--- config.mk ---
export PLATFORM = sky130hd
export DESIGN_NAME = msi_capture_fifo
export DESIGN_NICKNAME = d
export VERILOG_FILES = /design/src/rtl/msi_capture_fifo.sv
export SDC_FILE = /design/constraint.sdc
export NUM_CORES = 2
export LEC_CHECK = 0
export BUFFER_PORTS_ARGS = -buffer_cell sky130_fd_sc_hd__buf_2
export CORE_ASPECT_RATIO = 2
export CORE_UTILIZATION = 45
export CTS_CLUSTER_SIZE = 30
export DETAILED_ROUTE_END_ITERATION = 6
export SYNTH_ARGS = -nofsm -noshare
export SYNTH_HDL_FRONTEND = slang
export SYNTH_SLANG_ARGS = --single-unit
--- constraint.sdc ---
create_clock -name clk -period 9.1 [get_ports clk]
set_clock_uncertainty 0.05 [all_clocks]
set_input_delay 0.91 -clock clk [delete_from_list [all_inputs] [get_ports clk]]
set_output_delay 0.91 -clock clk [all_outputs]
set_load 0.005 [all_outputs]
--- src/rtl/msi_capture_fifo.sv ---
module msi_capture_fifo #(
  parameter int DEPTH = 16,
  parameter int PAW   = 8
) (
  input  logic           clk,
  input  logic           rst_n,
  input  logic           in_valid,
  output logic           in_ready,
  input  logic [63:0]    in_addr,
  input  logic [31:0]    in_data,
  input  logic           psel,
  input  logic           penable,
  input  logic           pwrite,
  input  logic [PAW-1:0] paddr,
  input  logic [31:0]    pwdata,
  output logic [31:0]    prdata,
  input  logic [3:0]     intx_req,
  output logic           irq
);
  localparam int PW = (DEPTH > 1) ? $clog2(DEPTH) : 1;
  localparam logic [8:0] EN_MASK = 9'h1E8;

  logic [31:0] base_lo, base_hi, win_size;
  logic        en_q, ovf_q;
  logic [8:0]  misc_en_q, misc_stat_q;
  logic [31:0] data_mem [DEPTH];
  logic [31:0] alo_mem  [DEPTH];
  logic [31:0] ahi_mem  [DEPTH];
  logic [PW-1:0] wr_ptr, rd_ptr;
  logic [PW:0]   count;
  logic [2:0]    seen_q;

  wire acc    = psel && penable;
  wire wr_acc = acc && pwrite;
  wire rd_acc = acc && !pwrite;

  wire [63:0] base = {base_hi, base_lo};
  wire [63:0] offs = in_addr - base;
  wire hit   = (in_addr >= base) && (offs < {32'd0, win_size});
  wire want  = in_valid && en_q && hit;
  wire full  = (count == (PW+1)'(DEPTH));
  wire empty = (count == '0);
  wire push  = want && !full;

  assign in_ready = !(want && full);

  wire [2:0] rd_hit = {rd_acc && paddr == PAW'(8'h28),
                       rd_acc && paddr == PAW'(8'h24),
                       rd_acc && paddr == PAW'(8'h20)} & {3{!empty}};
  wire [2:0] seen_next = seen_q | rd_hit;
  wire pop   = !empty && (&seen_next);
  wire flush = wr_acc && paddr == PAW'(8'h14) && !pwdata[0];

  wire [8:0] w1c  = (wr_acc && paddr == PAW'(8'h34)) ? pwdata[8:0] : 9'd0;
  wire [8:0] mset = {intx_req, 1'b0, !empty, 3'b000};
  wire ovf_clr = wr_acc && paddr == PAW'(8'h18) && pwdata[1];

  assign irq = |(misc_stat_q & misc_en_q);

  always_ff @(posedge clk or negedge rst_n) begin
    if (!rst_n) begin
      base_lo     <= '0;
      base_hi     <= '0;
      win_size    <= '0;
      en_q        <= 1'b0;
      ovf_q       <= 1'b0;
      misc_en_q   <= '0;
      misc_stat_q <= '0;
      wr_ptr      <= '0;
      rd_ptr      <= '0;
      count       <= '0;
      seen_q      <= '0;
    end else begin
      if (wr_acc) begin
        case (paddr)
          PAW'(8'h04): base_lo   <= pwdata;
          PAW'(8'h08): base_hi   <= pwdata;
          PAW'(8'h0C): win_size  <= pwdata;
          PAW'(8'h14): en_q      <= pwdata[0];
          PAW'(8'h30): misc_en_q <= pwdata[8:0] & EN_MASK;
          default: ;
        endcase
      end
      if (want && full)  ovf_q <= 1'b1;
      else if (ovf_clr)  ovf_q <= 1'b0;
      misc_stat_q <= (misc_stat_q & ~w1c) | mset;
      if (flush) begin
        wr_ptr <= '0;
        rd_ptr <= '0;
        count  <= '0;
        seen_q <= '0;
      end else begin
        if (push) wr_ptr <= (wr_ptr == PW'(DEPTH-1)) ? '0 : wr_ptr + PW'(1);
        if (pop) begin
          rd_ptr <= (rd_ptr == PW'(DEPTH-1)) ? '0 : rd_ptr + PW'(1);
          seen_q <= '0;
        end else begin
          seen_q <= seen_next;
        end
        count <= count + (PW+1)'(push) - (PW+1)'(pop);
      end
    end
  end

  always_ff @(posedge clk) begin
    if (push && !flush) begin
      data_mem[wr_ptr] <= in_data;
      alo_mem[wr_ptr]  <= in_addr[31:0];
      ahi_mem[wr_ptr]  <= in_addr[63:32];
    end
  end

  always_comb begin
    prdata = '0;
    case (paddr)
      PAW'(8'h04): prdata = base_lo;
      PAW'(8'h08): prdata = base_hi;
      PAW'(8'h0C): prdata = win_size;
      PAW'(8'h14): prdata = {31'd0, en_q};
      PAW'(8'h18): prdata = {30'd0, ovf_q, !empty};
      PAW'(8'h20): prdata = empty ? '0 : data_mem[rd_ptr];
      PAW'(8'h24): prdata = empty ? '0 : alo_mem[rd_ptr];
      PAW'(8'h28): prdata = empty ? '0 : ahi_mem[rd_ptr];
      PAW'(8'h30): prdata = {23'd0, misc_en_q};
      PAW'(8'h34): prdata = {23'd0, misc_stat_q};
      default: ;
    endcase
  end
endmodule

==> results.json <==
{
  "status": "completed",
  "reg2reg_depth": 14,
  "slew_violations": 0,
  "dieArea_um2": 156200,
  "grt_usage": 0.2642,
  "yosysWarnings": 0,
  "yosysSeqAreaShare": 0.7092,
  "reg2reg_to": "data_mem[15][14]$_DFFE_PP_",
  "rr_startpoint": "base_hi[10]$_DFFE_PN0P_",
  "avgSynthCellArea_um2": 19.46,
  "worstMarginPinSlew_ps": 1374,
  "clk_path_buf_depth": 4,
  "clock-root-buffer": "clkbuf_16",
  "path_cells": "inv_1, ha_1, a21oi_1, o21a_1, o21ai_0, nor3_2, o31ai_1, a221oi_1, xnor2_1, nor4b_2, nand4bb_1, buf_2",
  "io_pins": 180,
  "crit_required_ps": 8140,
  "rsz0062_at_grt": "no",
  "wirelength_mm": 203.5,
  "grt_pass1_wl_mm": 287.1,
  "synth_area_leader_cell": "edfxtp_1",
  "rrSetupSlack_ps": 1090,
  "yosys.area.top_type_share": 0.6631,
  "end_kind": "primary output",
  "crit_slowest_cell": "nor3_2",
  "power_density_nw_per_um2": 193.5,
  "postCtsSetupRepairBufs": 0,
  "cts_tree": "done",
  "antenna_found_initial": 33,
  "cts_resized": 0,
  "synth_cell_types": 92,
  "cap_violations": 0,
  "synthArstFlopShare": 0.07692,
  "drtPass1Iterations": 7,
  "ys.flop_type": "edfxtp_1",
  "drt_iter0_drc": 3240,
  "final_core_util": 0.5107,
  "clk_latency_ps": 810,
  "tns_ps": 0,
  "synth_seq_cells": 1664,
  "place.gp.congestion": 1.106,
  "synth-edff-count": 1536,
  "layout.cells.non_filler": 5985,
  "cts_inserted_buffers": 151,
  "netlist_instances": 3574,
  "setup_viol": 0,
  "holdBufCountCts": 0,
  "slew_headroom": 0.05770,
  "fin_nets": 4069,
  "hold_violations": 0,
  "row_count": 203,
  "grt_pass1_vias": 38310,
  "htree_levels": 4,
  "arrival_ps": 7260,
  "hold_path_class": "in2async",
  "grt_max_degree": 91,
  "crit_fanout": 8,
  "syn2layout_area_growth_pct": 12.45,
  "port_buffers": 179,
  "via_per_inst": 6.168,
  "p_leak_nw": 24.74,
  "cts.sink_count": 1664,
  "critPathLaunchType": "register",
  "startpoint": "base_hi[10]$_DFFE_PN0P_",
  "finalPower_mw": 15.13,
  "fp.dieW_um": 280,
  "route.detailed.drc": 0,
  "syn-cell-area_um2": 69560,
  "path_class": "reg2out",
  "whs_ps": 58.50,
  "wl_per_cell_um": 34.01,
  "finalCritPeriodShare": 0.9028,
  "ys_top_cells_by_area": "edfxtp_1, mux4_2, dfrtp_1, ha_1, mux2_2",
  "cts.clk_slew.worst_paths_ps": 70,
  "design.core.area_um2": 153200,
  "fmax_mhz": 121.7,
  "drtAntennaViolNets": 0,
  "die_h_um": 558.0,
  "overflow": 0,
  "syn_nets": 3828,
  "final_layout_size_suffix_gt1_frac": 0.2820,
  "vdd_drop_max_v": 0.0001392,
  "initial_utilization": 0.4541,
  "slowest_delay_ps": 1010,
  "period_minus_slack_ps": 8215,
  "place_hpwl_mm": 133.7,
  "placed_cells": 5711,
  "vias": 36910
}
[Yosys cell counts, types with 5 or more instances]
| cell type | number |
|---|---|
| edfxtp_1 | 1536 |
| mux4_2 | 480 |
| dfrtp_1 | 128 |
| nand2_1 | 125 |
| inv_1 | 120 |
| a21oi_1 | 112 |
| ha_1 | 106 |
| mux2_2 | 103 |
| o21ai_0 | 100 |
| clkbuf_1 | 89 |
| nor2_1 | 87 |
| buf_1 | 62 |
| a21boi_0 | 40 |
| nand4_1 | 39 |
| a22oi_1 | 35 |
| xnor2_1 | 27 |
| a222oi_1 | 26 |
| nor3_1 | 25 |
| xor2_1 | 25 |
| nand3_1 | 23 |
| a21o_1 | 22 |
| o21a_1 | 19 |
| and3_1 | 18 |
| buf_2 | 17 |
| a31oi_1 | 12 |
| mux2i_1 | 12 |
| o211ai_1 | 12 |
| nor4_1 | 11 |
| o21ai_1 | 11 |
| a221oi_1 | 10 |
| and4_1 | 8 |
| buf_6 | 7 |
| nor2b_1 | 6 |
| o21bai_1 | 6 |
| o31ai_1 | 6 |
| or2_2 | 6 |
| and2_1 | 5 |
| o22ai_1 | 5 |
[layout make-up]
| class | count | area, um2 |
|---|---|---|
| diodes | 16 | 40.04 |
| clock buffers | 187 | 3979 |
| clock inverters | 70 | 624.3 |
| fillers | 12280 | 74940 |
| inverters | 121 | 454.2 |
| multi-input cells | 1610 | 19090 |
| flip-flops and latches | 1664 | 49340 |
| well taps | 2050 | 2565 |
| repair buffers | 267 | 2126 |
[worst max-delay path: cells and delay by family, from the launching register on]
family / cells / cell delay, ps
AOI/OAI and AO/OA: 5 / 2430
xor gates and xnor gates: 1 / 230
adders and majority gates: 1 / 460
buffers and inverters: 2 / 390
DFF: 1 / 390
and+or+nand+nor: 3 / 2550
[sequential cells by signal, indices dropped and copies added (netlist names)]
| name | flops |
|---|---|
| en_q | 1 |
| base_hi | 32 |
| count | 5 |
| wr_ptr | 4 |
| ahi_mem | 512 |
| seen_q | 3 |
| rd_ptr | 4 |
| alo_mem | 512 |
| ovf_q | 1 |
| misc_stat_q | 9 |
| base_lo | 32 |
| win_size | 32 |
| misc_en_q | 5 |
| data_mem | 512 |
[metrics by stage]
step | setup WS, ps | instance area [um2]
detailed placement | 564.2 | 73570
floorplan | 1066 | 69560
finish | 884.7 | 78220
global route | 803.0 | 78190
global placement | 652.4 | 73570
CTS | 1185 | 78170
[routing by layer]
layer	share of wire	track usage	up-vias
li1	-	-	15270
met1	0.36	0.3029	19690
met2	0.52	0.4619	1433
met3	0.059	0.05029	504
met4	0.065	0.1477	16
met5	0.00045	0	-
[logic make-up (layout without fill, tap and decap cells)]
kind of cell,Yosys count,after routing,synth area share
AOI/OAI and AO/OA,465,465,0.04479
xor gates and xnor gates,52,52,0.006548
adders and majority gates,108,108,0.01964
buffers and inverters,300,645,0.01743
DFF,1664,1664,0.7092
muxes,595,595,0.1738
other,0,16,0
and+or+nand+nor,390,390,0.02860
[power by group]
group | total (mW) | internal, mW | switching (mW)
logic | 0.598 | 0.160 | 0.438
clock network | 6.16 | 3.39 | 2.77
registers | 8.37 | 8.36 | 0.0135
total | 15.1 | 11.9 | 3.22
[worst max path at each step]
stage                                 end  slack, ps
2_1_floorplan     ahi_mem[5][0]$_DFFE_PP_       1070
3_3_place_gp   data_mem[15][21]$_DFFE_PP_        650
3_5_place_dp   data_mem[15][14]$_DFFE_PP_        560
4_1_cts                          in_ready       1190
5_1_grt                          in_ready        800
6_report                         in_ready        880
[cells in the final DEF (no fill, tap or decap), types with 103 or more instances in the layout]
cell type,count
edfxtp_1,1536
mux4_2,480
buf_2,178
clkbuf_16,152
nand2_1,124
dfrtp_1,124
inv_1,118
a21oi_1,112
ha_1,106
mux2_2,103
Note: power is estimated with default switching activity, not from simulation.
